**src/rtl/cfgl_pkg.sv**
```systemverilog
package cfgl_pkg;

  localparam int unsigned CNT_W = 24;
  localparam logic [7:0] SYNC_BYTE = 8'hFF;
  localparam logic [3:0] HDR_TAG = 4'h2;

  typedef enum logic [2:0] {
    ERR_NONE     = 3'd0,
    ERR_NO_HDR   = 3'd1,
    ERR_BAD_HDR  = 3'd2,
    ERR_SHORT    = 3'd3,
    ERR_NO_CLR   = 3'd4,
    ERR_NOT_DONE = 3'd5
  } cfgl_err_e;

  typedef enum logic [3:0] {
    S_IDLE,
    S_SCAN_REQ,
    S_SCAN_DAT,
    S_HDR_REQ,
    S_HDR_DAT,
    S_LEN_CHK,
    S_PROG,
    S_CLEAR,
    S_CHK_CLR,
    S_STR_REQ,
    S_STR_DAT,
    S_STR_SHIFT,
    S_SETTLE,
    S_FINAL
  } cfgl_state_e;

endpackage

```
**src/rtl/cfgl_sync.sv**
```systemverilog
module cfgl_sync (
  input  logic clk,
  input  logic rst_n,
  input  logic d,
  output logic q
);

  logic s1_q, s2_q;

  always_ff @(posedge clk or negedge rst_n) begin
    if (!rst_n) begin
      s1_q <= 1'b0;
      s2_q <= 1'b0;
    end else begin
      s1_q <= d;
      s2_q <= s1_q;
    end
  end

  assign q = s2_q;

endmodule

```
**src/rtl/cfgl_timer.sv**
```systemverilog
module cfgl_timer #(
  parameter int unsigned TW = 8
) (
  input  logic          clk,
  input  logic          rst_n,
  input  logic          load,
  input  logic [TW-1:0] val,
  output logic          zero
);

  logic [TW-1:0] cnt_q, cnt_d;

  always_comb begin
    cnt_d = cnt_q;
    if (load) begin
      cnt_d = val;
    end else if (cnt_q != '0) begin
      cnt_d = cnt_q - 1'b1;
    end
  end

  always_ff @(posedge clk or negedge rst_n) begin
    if (!rst_n) begin
      cnt_q <= '0;
    end else begin
      cnt_q <= cnt_d;
    end
  end

  assign zero = (cnt_q == '0);

  AST_TIMER_DOWN: assert property (@(posedge clk) disable iff (!rst_n)
    (!load && cnt_q != '0) |=> (cnt_q == $past(cnt_q) - 1'b1));

endmodule

```
**src/rtl/cfgl_shift.sv**
```systemverilog
module cfgl_shift #(
  parameter int unsigned LO_CYC = 1,
  parameter int unsigned HI_CYC = 2
) (
  input  logic       clk,
  input  logic       rst_n,
  input  logic       load,
  input  logic [7:0] data,
  output logic       busy,
  output logic       cclk,
  output logic       din
);

  localparam int unsigned PMAX = (LO_CYC > HI_CYC) ? LO_CYC : HI_CYC;
  localparam int unsigned PW   = (PMAX > 1) ? $clog2(PMAX) : 1;
  localparam logic [PW-1:0] LO_RLD = PW'(LO_CYC - 1);
  localparam logic [PW-1:0] HI_RLD = PW'(HI_CYC - 1);

  logic [7:0]    sh_q, sh_d;
  logic [2:0]    bit_q, bit_d;
  logic [PW-1:0] pc_q, pc_d;
  logic          hi_q, hi_d;
  logic          act_q, act_d;

  always_comb begin
    sh_d  = sh_q;
    bit_d = bit_q;
    pc_d  = pc_q;
    hi_d  = hi_q;
    act_d = act_q;
    if (load) begin
      sh_d  = data;
      bit_d = 3'd7;
      pc_d  = LO_RLD;
      hi_d  = 1'b0;
      act_d = 1'b1;
    end else if (act_q) begin
      if (pc_q != '0) begin
        pc_d = pc_q - 1'b1;
      end else if (!hi_q) begin
        hi_d = 1'b1;
        pc_d = HI_RLD;
      end else begin
        hi_d = 1'b0;
        if (bit_q == 3'd0) begin
          act_d = 1'b0;
        end else begin
          sh_d  = {sh_q[6:0], 1'b0};
          bit_d = bit_q - 1'b1;
          pc_d  = LO_RLD;
        end
      end
    end
  end

  always_ff @(posedge clk or negedge rst_n) begin
    if (!rst_n) begin
      sh_q  <= '0;
      bit_q <= '0;
      pc_q  <= '0;
      hi_q  <= 1'b0;
      act_q <= 1'b0;
    end else begin
      sh_q  <= sh_d;
      bit_q <= bit_d;
      pc_q  <= pc_d;
      hi_q  <= hi_d;
      act_q <= act_d;
    end
  end

  assign busy = act_q;
  assign cclk = act_q & hi_q;
  assign din  = sh_q[7];

  AST_DIN_STEADY_HI: assert property (@(posedge clk) disable iff (!rst_n)
    (cclk && $past(cclk)) |-> $stable(din));
  AST_CCLK_NEEDS_LOW: assert property (@(posedge clk) disable iff (!rst_n)
    $rose(cclk) |-> $past(act_q));

endmodule

```
**src/rtl/cfg_serial_loader.sv**
```systemverilog
module cfg_serial_loader
  import cfgl_pkg::*;
#(
  parameter int unsigned ADDR_W     = 16,
  parameter int unsigned PROG_CYC   = 4,
  parameter int unsigned CLEAR_CYC  = 50,
  parameter int unsigned SETTLE_CYC = 100,
  parameter int unsigned LO_CYC     = 1,
  parameter int unsigned HI_CYC     = 2
) (
  input  logic              clk,
  input  logic              rst_n,
  input  logic              start,
  input  logic [ADDR_W:0]   img_len,
  output logic              mem_rd,
  output logic [ADDR_W-1:0] mem_addr,
  input  logic [7:0]        mem_rdata,
  output logic              cfg_prog_n,
  output logic              cfg_cclk,
  output logic              cfg_din,
  output logic              cfg_en,
  input  logic              cfg_done,
  output logic              busy,
  output logic              done,
  output logic [2:0]        err_code
);

  localparam int unsigned LEN_W = ADDR_W + 1;
  localparam int unsigned SW    = ((LEN_W > CNT_W) ? LEN_W : CNT_W) + 1;
  localparam int unsigned TMAX0 = (PROG_CYC > CLEAR_CYC) ? PROG_CYC : CLEAR_CYC;
  localparam int unsigned TMAX  = (TMAX0 > SETTLE_CYC) ? TMAX0 : SETTLE_CYC;
  localparam int unsigned TW    = $clog2(TMAX + 1);

  // reset: asynchronous assert, synchronous release
  logic rs1_q, rs2_q, srst_n;
  always_ff @(posedge clk or negedge rst_n) begin
    if (!rst_n) begin
      rs1_q <= 1'b0;
      rs2_q <= 1'b0;
    end else begin
      rs1_q <= 1'b1;
      rs2_q <= rs1_q;
    end
  end
  assign srst_n = rs2_q;

  cfgl_state_e      state_q, state_d;
  logic [LEN_W-1:0] ptr_q, ptr_d;
  logic [LEN_W-1:0] mark_q, mark_d;
  logic [LEN_W-1:0] len_q, len_d;
  logic [CNT_W-1:0] cnt_q, cnt_d;
  logic [1:0]       hidx_q, hidx_d;
  cfgl_err_e        err_q, err_d;
  logic             done_q, done_d;
  logic             prog_n_q, en_q;

  logic             tmr_load, tmr_zero;
  logic [TW-1:0]    tmr_val;
  logic             sh_load, sh_busy;
  logic             done_s;
  logic             rd;
  logic [SW-1:0]    end_pos;

  cfgl_sync u_done_sync (
    .clk   (clk),
    .rst_n (srst_n),
    .d     (cfg_done),
    .q     (done_s)
  );

  cfgl_timer #(.TW(TW)) u_timer (
    .clk   (clk),
    .rst_n (srst_n),
    .load  (tmr_load),
    .val   (tmr_val),
    .zero  (tmr_zero)
  );

  cfgl_shift #(.LO_CYC(LO_CYC), .HI_CYC(HI_CYC)) u_shift (
    .clk   (clk),
    .rst_n (srst_n),
    .load  (sh_load),
    .data  (mem_rdata),
    .busy  (sh_busy),
    .cclk  (cfg_cclk),
    .din   (cfg_din)
  );

  assign end_pos = SW'(mark_q) + SW'(cnt_q >> 3);

  always_comb begin
    state_d  = state_q;
    ptr_d    = ptr_q;
    mark_d   = mark_q;
    len_d    = len_q;
    cnt_d    = cnt_q;
    hidx_d   = hidx_q;
    err_d    = err_q;
    done_d   = done_q;
    tmr_load = 1'b0;
    tmr_val  = '0;
    sh_load  = 1'b0;
    rd       = 1'b0;
    unique case (state_q)
      S_IDLE: begin
        if (start) begin
          ptr_d   = '0;
          len_d   = img_len;
          err_d   = ERR_NONE;
          done_d  = 1'b0;
          state_d = S_SCAN_REQ;
        end
      end
      S_SCAN_REQ: begin
        if (ptr_q >= len_q) begin
          err_d   = ERR_NO_HDR;
          state_d = S_IDLE;
        end else begin
          rd      = 1'b1;
          state_d = S_SCAN_DAT;
        end
      end
      S_SCAN_DAT: begin
        ptr_d = ptr_q + 1'b1;
        if (mem_rdata == SYNC_BYTE) begin
          mark_d  = ptr_q;
          hidx_d  = 2'd0;
          state_d = S_HDR_REQ;
        end else begin
          state_d = S_SCAN_REQ;
        end
      end
      S_HDR_REQ: begin
        if (hidx_q == 2'd0 && ptr_q >= len_q) begin
          err_d   = ERR_BAD_HDR;
          state_d = S_IDLE;
        end else begin
          rd      = 1'b1;
          state_d = S_HDR_DAT;
        end
      end
      S_HDR_DAT: begin
        ptr_d   = ptr_q + 1'b1;
        hidx_d  = hidx_q + 1'b1;
        state_d = (hidx_q == 2'd3) ? S_LEN_CHK : S_HDR_REQ;
        unique case (hidx_q)
          2'd0: begin
            if (mem_rdata[7:4] != HDR_TAG) begin
              err_d   = ERR_BAD_HDR;
              state_d = S_IDLE;
            end
            cnt_d[23:20] = mem_rdata[3:0];
          end
          2'd1: cnt_d[19:12] = mem_rdata;
          2'd2: cnt_d[11:4]  = mem_rdata;
          default: cnt_d[3:0] = mem_rdata[7:4];
        endcase
      end
      S_LEN_CHK: begin
        if (end_pos > SW'(len_q)) begin
          err_d   = ERR_SHORT;
          state_d = S_IDLE;
        end else begin
          tmr_load = 1'b1;
          tmr_val  = TW'(PROG_CYC);
          state_d  = S_PROG;
        end
      end
      S_PROG: begin
        if (tmr_zero) begin
          tmr_load = 1'b1;
          tmr_val  = TW'(CLEAR_CYC);
          state_d  = S_CLEAR;
        end
      end
      S_CLEAR: begin
        if (tmr_zero) state_d = S_CHK_CLR;
      end
      S_CHK_CLR: begin
        if (done_s) begin
          err_d   = ERR_NO_CLR;
          state_d = S_IDLE;
        end else begin
          ptr_d   = mark_q;
          state_d = S_STR_REQ;
        end
      end
      S_STR_REQ: begin
        if (ptr_q >= len_q) begin
          tmr_load = 1'b1;
          tmr_val  = TW'(SETTLE_CYC);
          state_d  = S_SETTLE;
        end else begin
          rd      = 1'b1;
          state_d = S_STR_DAT;
        end
      end
      S_STR_DAT: begin
        sh_load = 1'b1;
        ptr_d   = ptr_q + 1'b1;
        state_d = S_STR_SHIFT;
      end
      S_STR_SHIFT: begin
        if (!sh_busy) state_d = S_STR_REQ;
      end
      S_SETTLE: begin
        if (tmr_zero) state_d = S_FINAL;
      end
      S_FINAL: begin
        if (done_s) done_d = 1'b1;
        else        err_d  = ERR_NOT_DONE;
        state_d = S_IDLE;
      end
      default: state_d = S_IDLE;
    endcase
  end

  always_ff @(posedge clk or negedge srst_n) begin
    if (!srst_n) begin
      state_q  <= S_IDLE;
      ptr_q    <= '0;
      mark_q   <= '0;
      len_q    <= '0;
      cnt_q    <= '0;
      hidx_q   <= '0;
      err_q    <= ERR_NONE;
      done_q   <= 1'b0;
      prog_n_q <= 1'b1;
      en_q     <= 1'b0;
    end else begin
      state_q  <= state_d;
      ptr_q    <= ptr_d;
      mark_q   <= mark_d;
      len_q    <= len_d;
      cnt_q    <= cnt_d;
      hidx_q   <= hidx_d;
      err_q    <= err_d;
      done_q   <= done_d;
      prog_n_q <= (state_d != S_PROG);
      en_q     <= (state_d != S_IDLE);
    end
  end

  assign mem_rd     = rd;
  assign mem_addr   = ptr_q[ADDR_W-1:0];
  assign cfg_prog_n = prog_n_q;
  assign cfg_en     = en_q;
  assign busy       = (state_q != S_IDLE);
  assign done       = done_q;
  assign err_code   = err_q;

  AST_ERR_HOLD: assert property (@(posedge clk) disable iff (!srst_n)
    (state_q == S_IDLE && !start) |=> ($stable(err_code) && $stable(done)));
  AST_PROG_IN_LOAD: assert property (@(posedge clk) disable iff (!srst_n)
    !cfg_prog_n |-> cfg_en);
  AST_CCLK_IN_STREAM: assert property (@(posedge clk) disable iff (!srst_n)
    cfg_cclk |-> (state_q == S_STR_SHIFT));
  AST_LOAD_WHEN_FREE: assert property (@(posedge clk) disable iff (!srst_n)
    sh_load |-> !sh_busy);
  AST_DONE_XOR_ERR: assert property (@(posedge clk) disable iff (!srst_n)
    !(done && err_code != 3'd0));

endmodule

```
**config.mk**
```make
export PLATFORM = sky130hd
export DESIGN_NAME = cfg_serial_loader
export DESIGN_NICKNAME = d
export VERILOG_FILES = /design/src/rtl/cfgl_pkg.sv /design/src/rtl/cfgl_sync.sv /design/src/rtl/cfgl_timer.sv /design/src/rtl/cfgl_shift.sv /design/src/rtl/cfg_serial_loader.sv
export SDC_FILE = /design/constraint.sdc
export NUM_CORES = 1
export LEC_CHECK = 0
export BUFFER_PORTS_ARGS = -buffer_cell sky130_fd_sc_hd__buf_2
export CORE_UTILIZATION = 31
export DETAILED_ROUTE_END_ITERATION = 16
export HOLD_SLACK_MARGIN = 0.05
export PLACE_DENSITY = 0.51
export SETUP_SLACK_MARGIN = 0.02
export SYNTH_ARGS = -nofsm -noshare
export SYNTH_HDL_FRONTEND = slang
export SYNTH_SLANG_ARGS = --single-unit
```
**constraint.sdc**
```tcl
create_clock -name clk -period 9.8 [get_ports clk]
set_input_delay 0.98 -clock clk [delete_from_list [all_inputs] [get_ports clk]]
set_output_delay 0.98 -clock clk [all_outputs]
set_load 0.05 [all_outputs]
```
==> reports/qor.txt, run 1 <==
Clock power frac: 20.2%
final setup vio count: 0
flop-to-flop setup slack: 5.30 ns
switching share of power: 42.0%
Gate power share: 44.7%
sequential area share after synthesis: 38.1%
Setup Buffers After CTS: 0
antenna violations before repair: 0
layout cells sized above 1: 18.9%
Final Hold Fails: 0
Final HPWL DP: 13700 microns
CP most frequent cell: ha_1
post-route ant nets: 0
gpl congestion: 0.830
minimum clock period: 4.50 ns
Pint: 1.16 mW
ranking of synthesized cells by area: dfrtp_1 38%, ha_1 11%, mux2_2 8.8%
Post-Synthesis Net Count: 851
area of the core: 0.0226 sq mm
period utilisation layout: 45.9%
First-pass DRT Iterations: 4
CP Class: flop to flop
Critical Path Source Type: flop
leading area contributor after synthesis: dfrtp_1
R2R Path End: cfg_en
clk sinks: 109
CTS root buffer: clkbuf_16
PD cells: 254 mW/mm^2
top cell type's share of synthesized area: 37.7%
Critical Path Max Stage Delay: 0.53 ns
highest clock rate: 222 MHz
unrepaired setup endpoints after global routing: no
Yosys reg bits: 109
ys async rst share: 100%
most common cell after layout, fill and taps aside: dfrtp_1
Avg Cell Area, Syn: 9.42 sq um
Wirelength per Cell: 17.0 microns
Worst-Margin Slew: 1.12 ns
Nets: 876
crit path max-delay cell type: or4b_1
# diodes: 0
GRT overflow: 0
DIE AREA: 0.0237 sq mm
Hold WC Path Type: flop to asynchronous set/reset pin
vias in the first global route: 5474
Remaining DRCs: 0
Seq pwr share: 35.1%
port buffer count: 54
Initial Util: 31.6%
Post-CTS Resized: 0
maximum VDD drop: 0.113 mV
worst-path maximum fanout: 11
max-cap viol count: 0
hold bufs inserted after CTS: 0
IO Pins: 55
std cell rows: 55
Primary FF master, synth: dfrtp_1
largest net degree at the start of global routing: 76
chip height: 154 microns
via count: 5591
final wirelength: 18300 microns
EDFF count, synth: 0
critical path's top delay family: simple AND/OR/NAND/NOR gates
Lkg Pwr: 3.71 nW
Skew-Pair Late Insertion Delay: 0.36 ns
Yosys warnings: 0
Final Max Slew Viols: 0
worst r2r src: mark_q[0]
CTS tree: done
clk buf depth: 2
Vias/cell: 5.20
post-synthesis cell type count: 73
first-pass GRT wire length: 30000 microns
CP cell instances: ha_1 > fa_1 > a21o_1 > nand4_1 > nand2_1 > a21oi_1 > o21bai_1 > xor2_1 > ha_1 > nand3_1 > nor4_1 > o31ai_1 > a31oi_1 > and4b_1 > or4b_1
final hold slack: 0.282 ns
Area Overhead vs Synth: 10.5%
status: complete, no violations
Starting DRT DRC Count: 210
CTS clk-pin slew, worst paths: 0.08 ns
CP bufs+invs: 0
Total Routing Usage GR: 16.1%
Sw Pwr: 0.842 mW
CTS H-Tree Depth: 3
Worst R2R Path Depth: 15
CP arrival: 4.74 ns
chip width: 154 microns
Fin Setup TNS: 0 ns
Slew headroom: 24.9%
total CTS buffers: 9
synthesized cell area: 0.00716 sq mm
most frequent cells in the layout: 107 x dfrtp_1, 68 x nand2_1, 61 x ha_1, 58 x nor2_1
Clock Skews: 0.00916 ns
Synth Instances: 760
Required @ worst endpoint: 10.04 ns
CP endpoint kind: flop
[metal layers]
metal / vias to the layer above / share of wire, % / global-route usage [%]
li1: 2779 / - / -
met1: 2709 / 50 / 22.5
met2: 85 / 46 / 25.3
met3: 18 / 2.4 / 2.06
met4: 0 / 2.1 / 6.43
met5: - / 0 / 0
[flip-flops by register name (all words and copies together), names as in the netlist]
register,count
cfg_en,1
cfg_prog_n,1
cnt_q,21
done,1
err_code,3
hidx_q,2
len_q,17
mark_q,17
ptr_q,17
rs1_q,1
rs2_q,1
state_q,4
u_done_sync.q,1
u_done_sync.s1_q,1
u_shift.bit_q,3
u_shift.busy,1
u_shift.hi_q,1
u_shift.pc_q,1
u_shift.sh_q,8
u_timer.cnt_q,7
[power groups by stage]
stage / logic [mW] / clock network [mW] / registers, mW
2_1_floorplan: 0.717 / 0 / 0.659
3_3_place_gp: 0.900 / 0 / 0.714
3_5_place_dp: 0.898 / 0 / 0.714
4_1_cts: 0.906 / 0.418 / 0.706
5_1_grt: 1.02 / 0.432 / 0.726
6_report: 0.897 / 0.405 / 0.704
[area by class of cell]
| cell class | count | area, sq um |
|---|---|---|
| Tap cell | 285 | 357 |
| Inverter | 39 | 146 |
| Timing Repair Buffer | 59 | 308 |
| Clock inverter | 6 | 91.3 |
| Multi-Input combinational cell | 567 | 4050 |
| Fill cell | 2329 | 14700 |
| Clock buffer | 10 | 229 |
| Sequential cell | 109 | 2730 |
[worst max-delay path by stage]
stage | start | endpoint | cells after the start
finish | mark_q[0] | cfg_en | 15
global route | mark_q[0] | cfg_en | 15
CTS | mark_q[0] | cfg_en | 15
detailed placement | mark_q[0] | cfg_en | 15
global placement | mark_q[0] | cfg_en | 15
floorplan | mark_q[0] | cfg_en | 18
[cell usage after synthesis (all sizes together) (2+ instances only)]
master / n
a211o: 2
a211oi: 6
a21o: 12
a21oi: 57
a22oi: 6
a31oi: 16
a41oi: 2
and2: 3
and3: 12
and3b: 2
and4: 4
and4b: 2
buf: 24
clkbuf: 21
dfrtp: 108
ha: 61
inv: 39
mux2: 59
mux2i: 3
nand2: 69
nand2b: 7
nand3: 19
nand3b: 2
nand4: 5
nor2: 58
nor2b: 9
nor3: 17
nor3b: 2
nor4: 4
nor4b: 3
o2111ai: 3
o211ai: 5
o21a: 5
o21ai: 57
o221ai: 2
o22ai: 2
o311ai: 2
o31ai: 9
or3: 4
xnor2: 14
xor2: 7
[metrics by stage]
stage               area, sq um  total power [mW]  std cells  setup WS, ns  utilization (%)
floorplan                  7160              1.38        760          6.01                -
detailed placement         7590              1.61       1059          5.31             33.5
global placement           7590              1.61       1059          5.46             33.5
CTS                        7910              2.03       1075          5.29             34.9
finish                     7910              2.01       1075          5.30             34.9
global route               7910              2.18       1075          4.89             34.9
[worst register-to-register path, delay by kind of cell (launching register included)]
kind            cells  cell delay, ns
simple gates        6            1.66
fa+ha+maj           3            0.96
xor+xnor            1            0.17
flops               1            0.40
compound gates      5            1.19
[logic make-up after synthesis]
logic type                 count (synthesis)  share of synthesized area [%]
xor gates and xnor gates                  21                           2.57
adders and majority gates                 62                           10.9
AOI/OAI and AO/OA                        197                           17.6
buffers and inverters                     84                           5.59
other                                      1                         0.0524
and+or+nand+nor                          224                           15.4
DFF                                      109                           38.1
muxes                                     62                           9.70
No activity file was read; power rests on OpenSTA's default activity.
==> inputs of run 2 (changes only) <==
- PLACE_DENSITY: 0.51 -> 0.52
- clock period: 9.8 -> 3.9 ns (I/O delays scaled with it)
==> reports/qor.txt, run 2 (synthesis results as in run 1) <==
Critical Path Source Type: flop
port buffer count: 54
Worst-Margin Slew: 0.927 ns
Lkg Pwr: 3.97 nW
unrepaired setup endpoints after global routing: yes
CP Class: flop to flop
area of the core: 0.0226 sq mm
Remaining DRCs: 0
DIE AREA: 0.0237 sq mm
IO Pins: 55
Final Max Slew Viols: 0
Starting DRT DRC Count: 400
total CTS buffers: 9
Area Overhead vs Synth: 18.5%
final hold slack: 0.140 ns
CTS H-Tree Depth: 3
Largest Register: cnt_q
CP arrival: 4.11 ns
worst-path maximum fanout: 3
final setup vio count: 0
CTS root buffer: clkbuf_16
final setup margin: 0.0100 ns
vias in the first global route: 5645
GRT overflow: 0
layout cells sized above 1: 26.6%
clk sinks: 109
max-cap viol count: 0
Final Hold Fails: 0
First-pass DRT Iterations: 4
Final HPWL DP: 14000 microns
Hold WC Path Type: input port to flop
# diodes: 0
maximum VDD drop: 0.276 mV
Slew headroom: 38.1%
Nets: 927
minimum clock period: 3.89 ns
antenna violations before repair: 0
Wirelength per Cell: 16.6 microns
most common cell after layout, fill and taps aside: dfrtp_1
Total Routing Usage GR: 16.3%
Vias/cell: 5.12
largest net degree at the start of global routing: 67
first-pass GRT wire length: 30300 microns
CP endpoint kind: flop
post-route ant nets: 0
CTS tree: done
final wirelength: 18700 microns
chip width: 154 microns
Clock Skews: 0.0122 ns
period utilisation layout: 99.7%
via count: 5762
PD cells: 630 mW/mm^2
gpl congestion: 0.847
Placement Setup Slack: -0.272 ns
std cell rows: 55
most frequent cells in the layout: 107 x dfrtp_1, 66 x nand2_1, 59 x ha_1, 57 x nor2_1, 56 x mux2_2
Initial Util: 31.6%
CTS clk-pin slew, worst paths: 0.07 ns
Skew-Pair Late Insertion Delay: 0.35 ns
max reg flops: 21
chip height: 154 microns
highest clock rate: 257 MHz
clk buf depth: 2
Required @ worst endpoint: 4.12 ns
status: complete, no violations
run 2: worst max-delay path: stages (launching register included):
cell,delay [ns]
dfrtp_1,0.41
ha_4,0.19
buf_4,0.14
a211oi_2,0.22
nor2_2,0.11
o311ai_4,0.26
nand2_1,0.11
o21ai_1,0.15
nand2b_1,0.08
a21oi_2,0.13
xnor2_1,0.07
ha_1,0.31
nand3_2,0.11
nor4_4,0.31
o31ai_2,0.11
a31oi_1,0.14
buf_4,0.15
and4b_1,0.21
or4b_1,0.53
run 2: area by class of cell:
class                           count  area (sq um)
Fill cell                        2292         14200
Multi-Input combinational cell    567          4230
Sequential cell                   109          2730
Timing Repair Buffer              110           701
Tap cell                          285           357
Clock buffer                       12           246
Inverter                           39           146
Clock inverter                      4          72.6
run 2: final timing paths:
check	to	slack (ns)	startpoint	cells past startpoint
setup / recovery	cfg_en	0.01	mark_q[0]	18
hold / removal	u_done_sync.s1_q	0.14	cfg_done	1
setup reg to reg	cfg_en	0.01	mark_q[0]	18
hold reg to reg	rs2_q	0.35	rs1_q	0
max in group asynchronous	mark_q[7]	2.56	rs2_q	1
min in group asynchronous	rs2_q	0.35	rst_n	2
run 2: through the flow:
| stage | power [mW] | cells | cell area (sq um) | utilization, % | setup TNS (ns) |
|---|---|---|---|---|---|
| floorplan | 3.46 | 760 | 7160 | - | 0 |
| global placement | 4.17 | 1095 | 7860 | 34.7 | -0.487 |
| detailed placement | 4.19 | 1095 | 7860 | 34.7 | -1.91 |
| CTS | 5.27 | 1122 | 8320 | 36.8 | -0.00826 |
| global route | 5.78 | 1126 | 8480 | 37.5 | -0.687 |
| finish | 5.34 | 1126 | 8480 | 37.5 | 0 |
run 2: metal layers:
| metal | part of all wire, % | routed length, microns | GRT usage, % |
|---|---|---|---|
| met1 | 47 | 8870 | 21.8 |
| met2 | 48 | 9070 | 26.7 |
| met3 | 2.8 | 522 | 2.76 |
| met4 | 1.5 | 286 | 4.95 |
| met5 | 0 | 0 | 0 |
run 2: timing repair:
item                                    4_1_cts  5_1_grt
gates resized for setup                      13       26
buffers inserted                             10        5
hold buffers                                  1        0
endpoints found under the setup margin       14       14
pin swaps                                    15       33
hold endpoints to repair                      2        0
run 2: where the power goes:
group          leakage [nW]  switching, mW  internal [mW]
Combinational          2.44           1.45           1.14
Clock                 0.153          0.417          0.581
Sequential             1.37          0.332           1.43
Total                  3.97           2.19           3.15
==> inputs of run 3 (changes only) <==
- PLACE_DENSITY: 0.52 -> unset
- clock period: 3.9 -> 3.22 ns (I/O delays scaled with it)
==> reports/qor.txt, run 3 (synthesis results as in run 1) <==
period utilisation layout: 119%
CP arrival: 4.08 ns
hold path start: cfg_done
worst-path maximum fanout: 2
Remaining DRCs: 0
area of the core: 0.0226 sq mm
chip height: 154 microns
minimum clock period: 3.85 ns
cell count of the worst hold path: 1
Hold EP: u_done_sync.s1_q
Placement Setup Slack: -0.695 ns
Final Hold Fails: 0
Final Max Slew Viols: 0
DIE AREA: 0.0237 sq mm
CTS root buffer: clkbuf_16
GRT overflow: 0
status: complete, but fails checks
final setup margin: -0.626 ns
chip width: 154 microns
Worst R2R Path Depth: 19
Critical Path Source Type: flop
most frequent cells in the layout: 107 x dfrtp_1, 85 x buf_4, 67 x nand2_1, 59 x ha_1, 57 x nor2_1
Required @ worst endpoint: 3.45 ns
std cell rows: 55
clk buf depth: 2
First-pass DRT Iterations: 4
CP cell instances: buf_6 > fa_2 > a21o_1 > nand4_1 > nand2_2 > a21oi_2 > o21bai_1 > a21o_1 > a21oi_2 > xnor2_1 > ha_1 > nand3_1 > nor2_1 > a21oi_1 > inv_1 > a31oi_1 > buf_4 > and4b_1 > or4b_1
flop-to-flop setup slack: -0.63 ns
CTS H-Tree Depth: 3
max-cap viol count: 0
Lkg Pwr: 4.18 nW
failing checks: negative setup slack
Largest Register: cnt_q
Slew headroom: 53.1%
crit path max-delay cell type: or4b_1
Nets: 961
CP bufs+invs: 3
R2R Path End: cfg_en
clk sinks: 109
CTS tree: done
worst r2r src: mark_q[1]
Worst-Margin Slew: 0.699 ns
PD cells: 755 mW/mm^2
final wirelength: 18600 microns
maximum VDD drop: 0.325 mV
critical path's top delay family: compound AO/OA/AOI/OAI gates
Starting DRT DRC Count: 372
gpl congestion: 0.860
antenna violations before repair: 0
Clock Skews: 0.00854 ns
Hold WC Path Type: input port to flop
CP Class: flop to flop
highest clock rate: 260 MHz
final setup vio count: 14
unrepaired setup endpoints after global routing: yes
CP endpoint kind: flop
final core utilization: 38.8%
vias in the first global route: 5813
port buffer count: 54
Critical Path Max Stage Delay: 0.49 ns
total CTS buffers: 9
largest net degree at the start of global routing: 59
Vias/cell: 5.09
post-route ant nets: 0
layout cells sized above 1: 29.4%
most common cell after layout, fill and taps aside: dfrtp_1
Skew-Pair Late Insertion Delay: 0.36 ns
IO Pins: 55
via count: 5905
post-layout power: 6.62 mW
Final HPWL DP: 14000 microns
Wirelength per Cell: 16.0 microns
CTS clk-pin slew, worst paths: 0.07 ns
max reg flops: 21
Total Routing Usage GR: 16.2%
Area Overhead vs Synth: 22.6%
first-pass GRT wire length: 30200 microns
Initial Util: 31.6%
# diodes: 0
==> run 3: changes by cell type in the layout (fill, tap and decap cells not counted), sizes merged <==
cell / change
buf: +34
clkinv: -1
clkbuf: +1
==> run 3: stage by stage <==
stage | hold slack (ns) | cell area [sq um] | std cells | TNS, ns
6_report | 0.0689 | 8770 | 1160 | -6.95
5_1_grt | 0.0525 | 8770 | 1160 | -9.43
4_1_cts | 0.0592 | 8670 | 1156 | -6.75
3_5_place_dp | 0.109 | 8230 | 1135 | -7.60
3_3_place_gp | 0.108 | 8230 | 1135 | -6.36
2_1_floorplan | 0.0264 | 7220 | 760 | -2.79
==> run 3: layout make-up <==
cell class                      count  area [sq um]
Sequential cell                   109          2730
Clock inverter                      3          67.6
Multi-Input combinational cell    567          4240
Clock buffer                       13           260
Timing Repair Buffer              144           972
Tap cell                          285           357
Inverter                           39           146
Fill cell                        2242         13900
==> run 3: how the worst max path moves through the flow <==
| stage | startpoint | to | cells past startpoint |
|---|---|---|---|
| 6_report | mark_q[1] | cfg_en | 19 |
| 3_5_place_dp | cnt_q[4] | err_code[1] | 19 |
| 2_1_floorplan | cnt_q[4] | cfg_en | 16 |
| 4_1_cts | mark_q[1] | cfg_en | 17 |
| 3_3_place_gp | cnt_q[4] | err_code[1] | 19 |
| 5_1_grt | mark_q[1] | cfg_en | 19 |
==> run 3: layer usage <==
layer	share of wire, %	routed length (microns)	up-vias	track usage [%]
li1	-	-	2942	-
met1	46	8620	2857	21.2
met2	49	9130	92	27.3
met3	2.7	502	14	2.25
met4	1.6	298	0	5.43
met5	0	0	-	0
==> run 3: worst register-to-register path: stages, from the launching register on <==
cell,delay [ns]
dfrtp_1,0.42
buf_6,0.14
fa_2,0.39
a21o_1,0.18
nand4_1,0.16
nand2_2,0.09
a21oi_2,0.19
o21bai_1,0.13
a21o_1,0.18
a21oi_2,0.12
xnor2_1,0.08
ha_1,0.32
nand3_1,0.09
nor2_1,0.04
a21oi_1,0.15
inv_1,0.05
a31oi_1,0.14
buf_4,0.15
and4b_1,0.21
or4b_1,0.49
==> run 3: repair_timing <==
action / in CTS / in global routing
hold buffers: 1 / 0
setup endpoints to repair: 14 / 15
endpoints found under the hold margin: 2 / 0
setup buffers: 4 / 4
pin swaps: 19 / 10
gates resized for setup: 14 / 12
==> run 3: where the power goes <==
| part | internal, mW | switching (mW) | leakage [nW] |
|---|---|---|---|
| registers | 1.73 | 0.353 | 1.37 |
| logic | 1.49 | 1.82 | 2.65 |
| clock network | 0.726 | 0.506 | 0.156 |
